<file path="src/rtl/sdram_seq_pkg.sv">
package sdram_seq_pkg;

  // {cs_n, ras_n, cas_n, we_n}
  typedef enum logic [3:0] {
    C_MRS = 4'b0000,
    C_REF = 4'b0001,
    C_PRE = 4'b0010,
    C_ACT = 4'b0011,
    C_WR  = 4'b0100,
    C_RD  = 4'b0101,
    C_NOP = 4'b0111
  } cmd_e;

  typedef enum logic [2:0] {
    ST_WAIT, ST_PREALL, ST_REF1, ST_REF2, ST_MRS, ST_RUN
  } phase_e;

  // ceiling conversion of a nanosecond limit into clock cycles
  function automatic int ns2clk(input int ns, input int clk_ps);
    return (ns * 1000 + clk_ps - 1) / clk_ps;
  endfunction

endpackage

</file>
<file path="src/rtl/bank_track.sv">
module bank_track #(
  parameter int T_RCD = 2,
  parameter int T_RAS = 5,
  parameter int T_RP  = 2,
  parameter int T_RC  = 6,
  parameter int T_WR  = 2,
  parameter int BL    = 4,
  parameter int ROW_W = 13,
  parameter int CW    = 5
) (
  input  logic             clk,
  input  logic             rst_n,
  input  logic             act_i,
  input  logic             ref_i,
  input  logic             pre_i,
  input  logic             col_i,
  input  logic             wr_i,
  input  logic             ap_i,
  input  logic [ROW_W-1:0] row_i,
  output logic             open_o,
  output logic [ROW_W-1:0] row_o,
  output logic             col_ok_o,
  output logic             pre_ok_o,
  output logic             act_ok_o
);

  logic             open_q, open_d, ap_q, ap_d, auto_pre;
  logic [ROW_W-1:0] row_q, row_d;
  logic [CW-1:0]    rcd_q, rcd_d, ras_q, ras_d, rc_q, rc_d, rp_q, rp_d, rec_q, rec_d;

  always_comb begin
    auto_pre = ap_q && (rec_q == '0) && (ras_q == '0);
    open_d = open_q;
    row_d  = row_q;
    ap_d   = ap_q;
    rcd_d  = (rcd_q == '0) ? rcd_q : rcd_q - 1'b1;
    ras_d  = (ras_q == '0) ? ras_q : ras_q - 1'b1;
    rc_d   = (rc_q  == '0) ? rc_q  : rc_q  - 1'b1;
    rp_d   = (rp_q  == '0) ? rp_q  : rp_q  - 1'b1;
    rec_d  = (rec_q == '0) ? rec_q : rec_q - 1'b1;
    if (act_i) begin
      open_d = 1'b1;
      row_d  = row_i;
      rcd_d  = CW'(T_RCD - 1);
      ras_d  = CW'(T_RAS - 1);
      rc_d   = CW'(T_RC - 1);
    end
    if (ref_i) rc_d = CW'(T_RC - 1);
    if (col_i) begin
      rec_d = wr_i ? CW'(BL + T_WR - 2) : CW'(BL - 1);
      ap_d  = ap_i;
    end
    if (pre_i || auto_pre) begin
      open_d = 1'b0;
      ap_d   = 1'b0;
      rp_d   = CW'(T_RP - 1);
    end
  end

  always_ff @(posedge clk or negedge rst_n) begin
    if (!rst_n) begin
      open_q <= 1'b0;
      ap_q   <= 1'b0;
      row_q  <= '0;
      rcd_q  <= '0;
      ras_q  <= '0;
      rc_q   <= '0;
      rp_q   <= '0;
      rec_q  <= '0;
    end else begin
      open_q <= open_d;
      ap_q   <= ap_d;
      if (act_i) row_q <= row_d;
      rcd_q  <= rcd_d;
      ras_q  <= ras_d;
      rc_q   <= rc_d;
      rp_q   <= rp_d;
      rec_q  <= rec_d;
    end
  end

  assign open_o   = open_q;
  assign row_o    = row_q;
  assign col_ok_o = open_q && !ap_q && (rcd_q == '0);
  assign pre_ok_o = !open_q || (!ap_q && (ras_q == '0) && (rec_q == '0));
  assign act_ok_o = !open_q && (rp_q == '0) && (rc_q == '0);


  rcd_chk: assert property (@(posedge clk) disable iff (!rst_n)
    col_i |-> (open_q && rcd_q == '0));

  ras_chk: assert property (@(posedge clk) disable iff (!rst_n)
    (pre_i && open_q) |-> (ras_q == '0));

  recov_chk: assert property (@(posedge clk) disable iff (!rst_n)
    (pre_i && open_q) |-> (rec_q == '0));

  act_gap_chk: assert property (@(posedge clk) disable iff (!rst_n)
    act_i |-> (!open_q && rp_q == '0 && rc_q == '0));

  ap_close_chk: assert property (@(posedge clk) disable iff (!rst_n)
    (ap_q && rec_q == '0 && ras_q == '0) |=> !open_q);

endmodule

</file>
<file path="src/rtl/ref_timer.sv">
module ref_timer #(
  parameter int INTERVAL = 780
) (
  input  logic clk,
  input  logic rst_n,
  input  logic en_i,
  input  logic served_i,
  output logic pend_o
);

  localparam int W = $clog2(INTERVAL + 1);

  logic [W-1:0] cnt_q, cnt_d;
  logic         pend_q, pend_d;

  always_comb begin
    cnt_d  = cnt_q;
    pend_d = pend_q;
    if (served_i) pend_d = 1'b0;
    if (!en_i) begin
      cnt_d = W'(INTERVAL - 1);
    end else if (cnt_q == '0) begin
      cnt_d  = W'(INTERVAL - 1);
      pend_d = 1'b1;
    end else begin
      cnt_d = cnt_q - 1'b1;
    end
  end

  always_ff @(posedge clk or negedge rst_n) begin
    if (!rst_n) begin
      cnt_q  <= W'(INTERVAL - 1);
      pend_q <= 1'b0;
    end else begin
      cnt_q  <= cnt_d;
      pend_q <= pend_d;
    end
  end

  assign pend_o = pend_q;


  pend_hold_chk: assert property (@(posedge clk) disable iff (!rst_n)
    (pend_q && !served_i) |=> pend_q);

endmodule

</file>
<file path="src/rtl/sdram_seq.sv">
module sdram_seq
  import sdram_seq_pkg::*;
#(
  parameter int NBANK        = 4,
  parameter int ROW_W        = 13,
  parameter int COL_W        = 9,
  parameter int ADDR_W       = 13,
  parameter int CLK_PS       = 10000,
  parameter int T_RCD_NS     = 18,
  parameter int T_RAS_NS     = 42,
  parameter int T_RP_NS      = 18,
  parameter int T_RC_NS      = 60,
  parameter int T_RRD_NS     = 12,
  parameter int T_WR         = 2,
  parameter int BURST_LEN    = 4,
  parameter int INIT_CYC     = 20000,
  parameter int REF_INTERVAL = 780,
  parameter logic [ADDR_W-1:0] MODE_WORD = 'h032,
  localparam int BANK_W      = $clog2(NBANK)
) (
  input  logic              clk,
  input  logic              rst_n,
  input  logic              req_valid,
  input  logic              req_write,
  input  logic [BANK_W-1:0] req_bank,
  input  logic [ROW_W-1:0]  req_row,
  input  logic [COL_W-1:0]  req_col,
  input  logic              req_ap,
  output logic              req_grant,
  output logic              sd_cs_n,
  output logic              sd_ras_n,
  output logic              sd_cas_n,
  output logic              sd_we_n,
  output logic [BANK_W-1:0] sd_ba,
  output logic [ADDR_W-1:0] sd_addr
);

  localparam int T_RCD  = ns2clk(T_RCD_NS, CLK_PS);
  localparam int T_RAS  = ns2clk(T_RAS_NS, CLK_PS);
  localparam int T_RP   = ns2clk(T_RP_NS, CLK_PS);
  localparam int T_RC   = ns2clk(T_RC_NS, CLK_PS);
  localparam int T_RRD  = ns2clk(T_RRD_NS, CLK_PS);
  localparam int CW     = $clog2(T_RC + T_RAS + T_RRD + BURST_LEN + T_WR + 2);
  localparam int WAIT_W = $clog2(INIT_CYC + 1);
  localparam int AP_BIT = 10;

  phase_e              phase_q, phase_d;
  cmd_e                cmd_q, cmd_d;
  logic [BANK_W-1:0]   ba_q, ba_d;
  logic [ADDR_W-1:0]   addr_q, addr_d;
  logic [WAIT_W-1:0]   wait_q, wait_d;
  logic [CW-1:0]       rrd_q, rrd_d, burst_q, burst_d;
  logic [NBANK-1:0]    act_v, pre_v, col_v, b_open, b_colok, b_preok, b_actok;
  logic [ROW_W-1:0]    b_row [NBANK];
  logic                ref_b, served, ref_pend, hit, any_open, all_preok, all_actok;

  for (genvar g = 0; g < NBANK; g++) begin : g_bank
    bank_track #(
      .T_RCD(T_RCD), .T_RAS(T_RAS), .T_RP(T_RP), .T_RC(T_RC),
      .T_WR(T_WR), .BL(BURST_LEN), .ROW_W(ROW_W), .CW(CW)
    ) u_bank (
      .clk(clk), .rst_n(rst_n),
      .act_i(act_v[g]), .ref_i(ref_b), .pre_i(pre_v[g]), .col_i(col_v[g]),
      .wr_i(req_write), .ap_i(req_ap), .row_i(req_row),
      .open_o(b_open[g]), .row_o(b_row[g]), .col_ok_o(b_colok[g]),
      .pre_ok_o(b_preok[g]), .act_ok_o(b_actok[g])
    );
  end

  ref_timer #(.INTERVAL(REF_INTERVAL)) u_ref (
    .clk(clk), .rst_n(rst_n), .en_i(phase_q == ST_RUN),
    .served_i(served), .pend_o(ref_pend)
  );

  assign any_open  = |b_open;
  assign all_preok = &b_preok;
  assign all_actok = &b_actok;
  assign hit       = b_open[req_bank] && (b_row[req_bank] == req_row);

  always_comb begin
    phase_d   = phase_q;
    wait_d    = (wait_q  == '0) ? wait_q  : wait_q  - 1'b1;
    rrd_d     = (rrd_q   == '0) ? rrd_q   : rrd_q   - 1'b1;
    burst_d   = (burst_q == '0) ? burst_q : burst_q - 1'b1;
    cmd_d     = C_NOP;
    ba_d      = '0;
    addr_d    = '0;
    act_v     = '0;
    pre_v     = '0;
    col_v     = '0;
    ref_b     = 1'b0;
    served    = 1'b0;
    req_grant = 1'b0;
    unique case (phase_q)
      ST_WAIT: if (wait_q == '0) phase_d = ST_PREALL;
      ST_PREALL: begin
        cmd_d          = C_PRE;
        addr_d[AP_BIT] = 1'b1;
        pre_v          = '1;
        phase_d        = ST_REF1;
      end
      ST_REF1, ST_REF2: if (all_actok) begin
        cmd_d   = C_REF;
        ref_b   = 1'b1;
        phase_d = (phase_q == ST_REF1) ? ST_REF2 : ST_MRS;
      end
      ST_MRS: if (all_actok) begin
        cmd_d   = C_MRS;
        addr_d  = MODE_WORD;
        phase_d = ST_RUN;
      end
      default: begin
        if (ref_pend) begin
          if (burst_q == '0) begin
            if (any_open) begin
              if (all_preok) begin
                cmd_d          = C_PRE;
                addr_d[AP_BIT] = 1'b1;
                pre_v          = '1;
              end
            end else if (all_actok) begin
              cmd_d  = C_REF;
              ref_b  = 1'b1;
              served = 1'b1;
            end
          end
        end else if (req_valid) begin
          if (hit) begin
            if (b_colok[req_bank] && burst_q == '0) begin
              cmd_d              = req_write ? C_WR : C_RD;
              ba_d               = req_bank;
              addr_d[COL_W-1:0]  = req_col;
              addr_d[AP_BIT]     = req_ap;
              col_v[req_bank]    = 1'b1;
              req_grant          = 1'b1;
              burst_d            = CW'(BURST_LEN - 1);
            end
          end else if (b_open[req_bank]) begin
            if (b_preok[req_bank]) begin
              cmd_d           = C_PRE;
              ba_d            = req_bank;
              pre_v[req_bank] = 1'b1;
            end
          end else if (b_actok[req_bank] && rrd_q == '0) begin
            cmd_d             = C_ACT;
            ba_d              = req_bank;
            addr_d[ROW_W-1:0] = req_row;
            act_v[req_bank]   = 1'b1;
            rrd_d             = CW'(T_RRD - 1);
          end
        end
      end
    endcase
  end

  always_ff @(posedge clk or negedge rst_n) begin
    if (!rst_n) begin
      phase_q <= ST_WAIT;
      wait_q  <= WAIT_W'(INIT_CYC - 1);
      rrd_q   <= '0;
      burst_q <= '0;
      cmd_q   <= C_NOP;
      ba_q    <= '0;
      addr_q  <= '0;
    end else begin
      phase_q <= phase_d;
      wait_q  <= wait_d;
      rrd_q   <= rrd_d;
      burst_q <= burst_d;
      cmd_q   <= cmd_d;
      ba_q    <= ba_d;
      addr_q  <= addr_d;
    end
  end

  assign {sd_cs_n, sd_ras_n, sd_cas_n, sd_we_n} = cmd_q;
  assign sd_ba   = ba_q;
  assign sd_addr = addr_q;


  init_idle_chk: assert property (@(posedge clk) disable iff (!rst_n)
    (phase_q == ST_WAIT) |-> (cmd_q == C_NOP));

  rrd_gap_chk: assert property (@(posedge clk) disable iff (!rst_n)
    (|act_v) |-> (rrd_q == '0));

  ref_closed_chk: assert property (@(posedge clk) disable iff (!rst_n)
    ref_b |-> !any_open);

  grant_cmd_chk: assert property (@(posedge clk) disable iff (!rst_n)
    req_grant |=> (!sd_cs_n && sd_ras_n && !sd_cas_n));

endmodule

</file>
<file path="config.mk">
export PLATFORM = sky130hd
export DESIGN_NAME = sdram_seq
export DESIGN_NICKNAME = d
export VERILOG_FILES = /design/src/rtl/sdram_seq_pkg.sv /design/src/rtl/bank_track.sv /design/src/rtl/ref_timer.sv /design/src/rtl/sdram_seq.sv
export SDC_FILE = /design/constraint.sdc
export NUM_CORES = 1
export LEC_CHECK = 0
export BUFFER_PORTS_ARGS = -buffer_cell sky130_fd_sc_hd__buf_2
export CORE_MARGIN = 2
export CORE_UTILIZATION = 60
export DETAILED_ROUTE_END_ITERATION = 10
export GPL_ROUTABILITY_DRIVEN = 0
export PLACE_DENSITY_LB_ADDON = 0.12
export SYNTH_ARGS = -nofsm -noshare
export SYNTH_HDL_FRONTEND = slang
export SYNTH_HIERARCHICAL = 1
export SYNTH_SLANG_ARGS = --single-unit
export TNS_END_PERCENT = 1
</file>
<file path="constraint.sdc">
create_clock -name clk -period 6.66 [get_ports clk]
set_clock_uncertainty 0.2 [all_clocks]
set_input_delay 1.332 -clock clk [delete_from_list [all_inputs] [get_ports clk]]
set_output_delay 1.332 -clock clk [all_outputs]
set_load 0.01 [all_outputs]
</file>
After elaboration in Yosys (flattened, before gate mapping)
Cells that the tools add are included.
{"block": "word_totals", "elab_cells": 363, "input_bits": 29, "output_inout_bits": 20, "mem_bits_rw": 0, "ff_bits": 218, "latchBits": 0, "memories": 0, "rom_bits": 0}
{"block": "op_classes", "multipliers": 0, "n_eq_ne": 29, "n_div": 0, "shift": 0, "addsub": 24, "bitwise": 1, "n_mux": 169, "order_cmp": 3, "reduce_logical": 96}
{"cell": "$mux W5", "n": 57}
{"cell": "$logic_not A5 Y1", "n": 22}
{"cell": "$sub A5 B1 Y5 const B", "n": 22}
{"cell": "$mux W4", "n": 25}
{"cell": "$mux W13", "n": 5}
{"cell": "$mux W1", "n": 42}
{"cell": "$ne A2 B2 Y1 const B", "n": 19}
{"cell": "$logic_and A1 B1 Y1", "n": 36}
{"cell": "$mux W10", "n": 3}
{"cell": "$mux W3", "n": 10}
{"cell": "$bmux W13 S2", "n": 1}
{"cell": "$mux W2", "n": 11}
{"cell": "$pmux W10 S2", "n": 1}
{"cell": "$mux W9", "n": 2}
{"cell": "$pmux W4 S4", "n": 1}
{"cell": "$reduce_bool A2 Y1", "n": 8}
{"cell": "$logic_not A15 Y1", "n": 1}
{"cell": "$sub A15 B1 Y15 const B", "n": 1}
{"cell": "$eq A13 B13 Y1", "n": 1}
{"cell": "$pmux W3 S4", "n": 1}
{"cell": "$reduce_and A4 Y1", "n": 3}
{"cell": "$reduce_or A4 Y1", "n": 3}
{"cell": "$logic_not A10 Y1", "n": 1}
{"cell": "$sub A10 B1 Y10 const B", "n": 1}
{"cell": "23 further kinds", "n": 45}

Logic depth before layout (Yosys ltp)
Gate-level depths: netlist of the first run.
{"block": "depth", "depth_word": 14, "mapped_depth": 14, "ltp_nobuf": 12}

Modules after synthesis
Netlist of the first run, hierarchy kept.
{"mod": "bank_track", "area_per_inst_um2": 1839.3, "seq_area_each_um2": 1001.0, "instances": 4, "cells_per_inst": 161}
{"mod": "sdram_seq", "area_per_inst_um2": 2839.0, "seq_area_each_um2": 1166.1, "instances": 1, "cells_per_inst": 265}
{"mod": "ref_timer", "area_per_inst_um2": 620.6, "seq_area_each_um2": 281.5, "instances": 1, "cells_per_inst": 65}

Worst setup path before layout of the first run
OpenSTA, ideal clock, no wires.
{"block": "synth_path", "path_kind": "input-to-output", "start": "in req_bank[0]", "end": "out req_grant", "path_stages": 10, "n_path_buf": 3, "path_slack_ns": 1.608, "required_ns": 5.128, "arrival_ns": 3.520, "cell_sequence": "buf_6 -> mux4_2 -> xor2_1 -> nor4_2 -> and4_1 -> nand4_2 -> or4_4 -> buf_6 -> inv_6 -> buf_8"}
{"block": "synth_between", "elab_chain_len": 10, "elab_cells_between_ends": 16, "classes_between": "eq/ne: 1; mux: 12; bitwise: 1; reduce/logical: 2"}
{"item": "start, declared", "line_no": "sdram_seq.sv:25", "source": "input logic [BANK_W-1:0] req_bank,"}
{"item": "$not A2 Y3 (not written as such)", "line_no": "sdram_seq.sv:78", "source": "assign hit = b_open[req_bank] && (b_row[req_bank] == req_row);"}
{"item": "$bmux W13 S2", "line_no": "sdram_seq.sv:78"}
{"item": "$mux W13 (not written as such) (2 in a row)", "line_no": "sdram_seq.sv:78"}
{"item": "$eq A13 B13 Y1", "line_no": "sdram_seq.sv:78"}
{"item": "$logic_and A1 B1 Y1", "line_no": "sdram_seq.sv:78"}
{"item": "$mux W1 *", "line_no": "sdram_seq.sv:128", "source": "if (hit) begin"}
{"item": "$mux W1 *", "line_no": "sdram_seq.sv:127", "source": "end else if (req_valid) begin"}
{"item": "$mux W1 *", "line_no": "sdram_seq.sv:113", "source": "if (ref_pend) begin"}
{"item": "$mux W1 *", "line_no": "sdram_seq.sv:94", "source": "unique case (phase_q)"}
{"item": "end, declared", "line_no": "sdram_seq.sv:29", "source": "output logic req_grant,"}
Mark *: on every way between the ends. The rest lies on a longest branch, timed or not. The select of a mux whose other input is x is not followed.

Worst setup path in the final report of the first run
Ends and elaborated chain as after synthesis.

==> flow_summary.json, run 1 <==
{
  "yosys_warnings": 6,
  "postCtsSetupBuffers": 0,
  "cp.required_ns": 5.13,
  "path_max_fanout": 27,
  "syn_inst": 974,
  "antenna-diode-count": 0,
  "yosysUniqueCellTypes": 69,
  "cts_root_buf": "clkbuf_16",
  "synth-seq-cells": 217,
  "area_growth_syn_to_layout_pct": 10.98,
  "cp_slowest_stage_delay_ns": 0.60,
  "wl_mm": 20.86,
  "total_power_mw": 4.492,
  "power.net_switching_mw": 1.427,
  "cap_viol_max_count": 0,
  "die_w_um": 138.3,
  "finalNonFillerCells": 1259,
  "drc": 0,
  "nFillCells": 1349,
  "grt_pass1_vias": 7247,
  "io_pins": 49,
  "postRouteAntennaNets": 0,
  "dieHeight_um": 138.3,
  "outcome": "finished clean",
  "holdCritPathClass": "flop to flop",
  "clkPwrFrac_pct": 28.5,
  "die_area_um2": 19120,
  "ys.flop_type": "dfrtp_1",
  "path_class": "primary input to primary output",
  "p_sw_share_pct": 31.76,
  "portBuffers": 47,
  "intPower_mw": 3.065,
  "vias_per_cell": 5.735,
  "hold_slack_ns": 0.2651,
  "synth.area.top_cells": "dfrtp_1 46%, mux2_2 5.5%, dfstp_2 4.1%",
  "fin_crit_sh_pct": 87.39,
  "antenna_found_initial": 0,
  "tightest_slew_ns": 1.084,
  "via_count": 7220,
  "rsz0062_at_grt": "no",
  "min_to": "u_ref/cnt_q[0]",
  "final_core_util_pct": 67.28,
  "r2r_cells": 11,
  "setup_viol": 0,
  "drt-initial-drc-count": 336,
  "maxSlewHeadroom_pct": 27.17,
  "cts.path.max_buffers": 3,
  "path_cells": "buf_2 -> mux4_2 -> xor2_1 -> nor4_2 -> and4_1 -> nand4_2 -> or4_4 -> inv_6 -> buf_2",
  "final_layout_size_suffix_gt1_share_pct": 19.61,
  "path_buf_inv": 3,
  "period_needed_ns": 5.820,
  "yosysTopAreaCell": "dfrtp_1",
  "num_rows": 49,
  "power.density_nw_per_um2": 374.2,
  "leakage_nw": 5.600,
  "synthArstFlopShare_pct": 100.0,
  "p_seq_share_pct": 42.5,
  "hold_path_startpoint": "u_ref/cnt_q[0]",
  "post_cts_resized": 0,
  "holdPathStages": 1,
  "clkLatencyLatePin_ns": 0.52,
  "synth_nets": 1027,
  "cts_tree": "yes",
  "cpMostUsedCell": "buf_2",
  "wl_per_cell_um": 16.57,
  "clkSinkCount": 217,
  "numCtsBuffers": 24,
  "htreeDepth": 1,
  "cp_top_family": "simple AND/OR/NAND/NOR gates",
  "grt_usage_pct": 22.02,
  "synth.avg_cell_area_um2": 11.11,
  "maxSlewViolCount": 0,
  "hold_viol_final": 0,
  "drtPass1Iterations": 5,
  "synth_fa_ha_area_share_pct": 2.776,
  "arrival_ns": 4.29,
  "dpl.hpwl_mm": 13.90,
  "fmax_mhz": 171.8,
  "setup_tns_ns": 0,
  "ff2ff_setup_slack_ns": 2.15,
  "initial_core_util_pct": 60.63,
  "final_nets": 1065,
  "grt_max_degree": 119,
  "synth-seq-area-share_pct": 50.40,
  "synth_compound_area_share_pct": 9.994,
  "coreArea_um2": 17840,
  "grt_overflow": 0,
  "dp.cells": 1215,
  "peakVddDrop_uv": 308.3,
  "yosys.area_share.simple_pct": 17.21,
  "cp_slowest_cell": "mux4_2",
  "muxShareOfSynthArea_pct": 9.925,
  "synth_xor_area_share_pct": 5.101,
  "synth-edff-count": 0,
  "r2r-end": "g_bank[0].u_bank/row_o[11]",
  "worst_setup_path_start_kind": "primary input",
  "power_frac_comb_pct": 28.9,
  "endpoint_kind": "primary output",
  "synth_top_family_by_area": "simple AND/OR/NAND/NOR gates",
  "postCtsHoldBufs": 0,
  "synth_top_area_share_pct": 46.27,
  "grt_pass1_wl_mm": 35.07,
  "r2r-start": "g_bank[1].u_bank/rc_q[0]",
  "syn_area_um2": 10820,
  "path_clk_slew_ns": 0.06
}
## cell type report
cell class / instances / area, um2 / share of cell area, %
clock buffers: 37 / 730.7 / 6.087
flip-flops and latches: 217 / 5451 / 45.41
inverters: 72 / 275.3 / 2.293
clock inverters: 7 / 43.79 / 0.3648
multi-input cells: 641 / 4891 / 40.74
repair buffers: 56 / 325.3 / 2.710
well taps: 229 / 286.5 / 2.387
## placed cells by master, fill, tap and decap left out, drive strengths merged, types with 6 or more instances in the layout
cell type / netlist / layout
mux2i: 15 / 15
o21a: 10 / 10
xnor2: 45 / 45
mux4: 14 / 14
o31ai: 9 / 9
a21oi: 42 / 42
dfstp: 17 / 17
nor3: 34 / 34
nor2: 75 / 75
nor2b: 9 / 9
and2: 7 / 7
or3: 20 / 20
dfrtp: 200 / 200
nor3b: 9 / 9
buf: 18 / 56
o211ai: 6 / 6
o21ai: 21 / 21
and3: 8 / 8
a22o: 7 / 7
or4b: 12 / 12
xor2: 18 / 18
nand3b: 10 / 10
mux2: 53 / 53
a31o: 8 / 8
a211oi: 12 / 12
clkbuf: 26 / 37
nor4b: 9 / 9
nand3: 6 / 6
nor4: 10 / 10
inv: 72 / 73
ha: 24 / 24
nand2: 51 / 51
nand2b: 40 / 40
## sequential cells by signal (all words and copies together), names as in the netlist, 2 cells and up
signal / cells
burst_q: 5
cmd_q: 3
g_bank.u_bank/ap_q: 4
g_bank.u_bank/open_o: 4
g_bank.u_bank/ras_q: 20
g_bank.u_bank/rc_q: 20
g_bank.u_bank/rcd_q: 20
g_bank.u_bank/rec_q: 20
g_bank.u_bank/row_o: 52
g_bank.u_bank/rp_q: 20
phase_q: 3
rrd_q: 5
sd_addr: 13
sd_ba: 2
u_ref/cnt_q: 10
wait_q: 15
## cells in the mapped netlist (4+ instances only)
master     number
dfrtp_1       200
a22o_1          7
nand3_1         6
a31o_1          4
ha_1           24
a221o_1         4
xnor2_1        45
nand4_1         4
o21a_1         10
a311oi_1        5
o211ai_1        6
nand2_1        51
nand3b_1       10
clkbuf_1       26
or3_1          19
dfstp_2        17
nor4b_4         8
and3_1          8
a21oi_1        42
o21ai_0        21
buf_2          12
nor2b_1         9
a211oi_1       12
nor3b_1         9
a31oi_1         5
nor3_1         34
mux2_2         53
nand2b_1       40
nor4_1          9
xor2_1         18
or4b_1         12
o31ai_1         9
a2111oi_2       4
mux4_2         11
nor2_1         75
mux2i_1        15
a31o_2          4
inv_1          71
and2_1          7
## how the worst max path moves through the flow
stage                      endpoint  slack, ns        start  cells after the start
after floorplan           req_grant       1.61  req_bank[0]                     10
after global placement    req_grant       0.83  req_bank[0]                      9
after detailed placement  req_grant       0.80  req_bank[0]                      9
after CTS                 req_grant       0.80  req_bank[0]                      9
after global routing      req_grant       0.66  req_bank[0]                      9
final                     req_grant       0.84  req_bank[0]                      9
## layer usage
metal,GRT usage (%),vias up,part of all wire [%]
li1,-,3512,-
met1,30.47,3586,46
met2,37.08,95,48
met3,3.429,27,3.5
met4,5.263,0,1.8
met5,0,-,0
## power by group through the flow
| stage | clock network [mW] | registers, mW | logic [mW] |
|---|---|---|---|
| floorplan | 0 | 1.86 | 1.08 |
| global placement | 0 | 1.92 | 1.24 |
| detailed placement | 0 | 1.92 | 1.30 |
| CTS | 1.31 | 1.91 | 1.32 |
| global route | 1.36 | 1.95 | 1.48 |
| finish | 1.28 | 1.91 | 1.30 |
## logic make-up after synthesis
family	after synthesis
multiplexers	82
other	1
flip-flops	217
AO/OA/AOI/OAI	155
adder cells (fa/ha/maj)	24
buffers and inverters	116
XOR/XNOR	63
AND/OR/NAND/NOR	316
## metrics by stage
| stage | setup slack (ns) | instance area (um2) |
|---|---|---|
| final | 0.8399 | 12000 |
| after global routing | 0.6636 | 12000 |
| after CTS | 0.7979 | 12000 |
| after detailed placement | 0.7978 | 11230 |
| after global placement | 0.8305 | 11230 |
| after floorplan | 1.608 | 10820 |
(Power assumes the default switching activity.)
==> run 2: changes to the inputs <==
--- a/config.mk
+++ b/config.mk
@@ -13,6 +13,5 @@
 export PLACE_DENSITY_LB_ADDON = 0.12
 export SYNTH_ARGS = -nofsm -noshare
 export SYNTH_HDL_FRONTEND = slang
-export SYNTH_HIERARCHICAL = 1
 export SYNTH_SLANG_ARGS = --single-unit
 export TNS_END_PERCENT = 1
==> flow_summary.json, run 2 <==
{
  "endpoint_kind": "primary output",
  "cts_tree": "yes",
  "peakVddDrop_uv": 263.2,
  "grt_max_degree": 124,
  "final_nets": 1163,
  "vias_per_cell": 5.916,
  "wl_per_cell_um": 17.93,
  "synth-seq-area-share_pct": 47.50,
  "grt_pass1_wl_mm": 39.76,
  "num_rows": 50,
  "r2r-end": "g_bank[1].u_bank.row_o[3]",
  "yosysTopAreaCell": "dfrtp_1",
  "hold_path_startpoint": "u_ref.cnt_q[0]",
  "power.density_nw_per_um2": 404.4,
  "io_pins": 49,
  "grtUsageMet2_pct": 39.89,
  "grt_pass1_vias": 7774,
  "synth_nets": 1105,
  "initial_core_util_pct": 61.15,
  "tightest_slew_ns": 1.186,
  "arrival_ns": 3.92,
  "drt-initial-drc-count": 501,
  "final_common_cell": "dfrtp_1",
  "cp_top_family": "buffers and inverters",
  "postCtsHoldBufs": 0,
  "drtPass1Iterations": 7,
  "grt_usage_pct": 24.48,
  "grtUsageMet3_pct": 4.475,
  "synth_top_area_share_pct": 43.61,
  "dieHeight_um": 142.3,
  "cpMostUsedCell": "buf_2",
  "r2r_cells": 8,
  "r2r-start": "g_bank[3].u_bank.rc_q[0]",
  "ff2ff_setup_slack_ns": 2.66,
  "ys_top_cells_by_count": "200 x dfrtp_1, 106 x nor2_1, 72 x xnor2_1, 64 x nor3_1, 59 x nand2_1",
  "synth-seq-cells": 217,
  "path_class": "primary input to primary output",
  "wl_mm": 24.05,
  "numCtsBuffers": 24,
  "syn_inst": 1030,
  "antenna_found_initial": 0,
  "largest_reg_flops": 52,
  "cts_root_buf": "clkbuf_16",
  "synth.avg_cell_area_um2": 11.14,
  "cap_viol_max_count": 0,
  "setup_tns_ns": 0,
  "hold_viol_final": 0,
  "final_layout_size_suffix_gt1_share_pct": 19.71,
  "maxSlewHeadroom_pct": 19.81,
  "synth_most_common_cell": "dfrtp_1",
  "clkSinkCount": 217,
  "syn_area_um2": 11480,
  "final_core_util_pct": 67.97,
  "gr-usage-met1_pct": 33.55,
  "path_clk_slew_ns": 0.06,
  "fmax_mhz": 183.6,
  "path_buf_inv": 2,
  "leakage_nw": 5.810,
  "area_growth_syn_to_layout_pct": 11.15,
  "holdCritPathClass": "flop to flop",
  "postRouteAntennaNets": 0,
  "cp.required_ns": 5.13,
  "post_cts_resized": 0,
  "period_needed_ns": 5.448,
  "dpl.hpwl_mm": 16.30,
  "die_area_um2": 20250,
  "holdPathStages": 1,
  "min_to": "u_ref.cnt_q[0]",
  "path_cells": "buf_2 -> mux4_1 -> xnor2_1 -> nand4_1 -> a2111o_1 -> nor3_4 -> buf_2",
  "drc": 0,
  "yosysUniqueCellTypes": 75,
  "postCtsSetupBuffers": 0,
  "htreeDepth": 1,
  "synthArstFlopShare_pct": 100.0,
  "coreArea_um2": 18770,
  "cp_slowest_stage_delay_ns": 0.66,
  "maxSlewViolCount": 0,
  "grt_overflow": 0,
  "cp_slowest_cell": "mux4_1",
  "fin_crit_sh_pct": 81.80,
  "setup_viol": 0,
  "final_cell_mix": "200 x dfrtp_1, 106 x nor2_1, 72 x xnor2_1, 64 x nor3_1, 59 x nand2_1",
  "ys.flop_type": "dfrtp_1",
  "die_w_um": 142.3,
  "yosys_warnings": 0,
  "synth.area.top_cells": "dfrtp_1 44%, xnor2_1 5.5%, ha_1 5.0%",
  "cts.path.max_buffers": 3,
  "outcome": "finished clean",
  "path_max_fanout": 28,
  "portBuffers": 47,
  "rsz0062_at_grt": "no",
  "busiest_layer": "met2",
  "clkLatencyLatePin_ns": 0.52,
  "synth-edff-count": 0,
  "worst_setup_path_start_kind": "primary input",
  "via_count": 7933
}
-- run 2: kinds of logic after synthesis --
kind of cell	Yosys count	share of synthesized area, %
AND/OR/NAND/NOR	381	19.34
AO/OA/AOI/OAI	116	7.152
buffers and inverters	84	3.347
adder cells (fa/ha/maj)	46	5.015
XOR/XNOR	103	7.925
other	1	0.03267
multiplexers	82	9.691
flip-flops	217	47.50
-- run 2: where the power goes --
group / switching, mW / total [mW] / internal (mW)
Combinational: 0.859 / 1.71 / 0.846
Clock: 0.522 / 1.32 / 0.802
Sequential: 0.374 / 2.13 / 1.76
-- run 2: cell type report --
cell class | instances | area (um2)
diodes | 1 | 2.502
inverters | 56 | 210.2
flip-flops and latches | 217 | 5451
repair buffers | 60 | 355.3
clock inverters | 5 | 50.05
multi-input cells | 729 | 5647
well taps | 234 | 292.8
fillers | 1363 | 6011
clock buffers | 39 | 748.2
-- run 2: worst max path at each step --
stage | end | cells past startpoint | slack (ns) | start
after floorplan | req_grant | 7 | 1.83 | req_bank[0]
after global placement | req_grant | 7 | 1.29 | req_bank[0]
after detailed placement | req_grant | 7 | 1.25 | req_bank[0]
after CTS | req_grant | 7 | 1.20 | req_bank[0]
after global routing | req_grant | 7 | 1.00 | req_bank[0]
final | req_grant | 7 | 1.21 | req_bank[0]
-- run 2: metal layers --
layer / routed length, um / vias to the layer above
met4: 741 / 0
met3: 1528 / 52
met5: 0 / -
met2: 11200 / 219
met1: 10580 / 3866
li1: - / 3796
-- run 2: per-stage QoR --
stage / setup WS, ns / power, mW / std cells / cell area [um2] / hold slack [ns]
floorplan: 1.830 / 3.459 / 1030 / 11480 / 0.2288
global placement: 1.287 / 3.774 / 1296 / 11960 / 0.2388
detailed placement: 1.250 / 3.843 / 1296 / 11960 / 0.2465
CTS: 1.202 / 5.200 / 1340 / 12750 / 0.2571
global route: 1.000 / 5.546 / 1340 / 12750 / 0.2835
finish: 1.212 / 5.159 / 1341 / 12760 / 0.2598
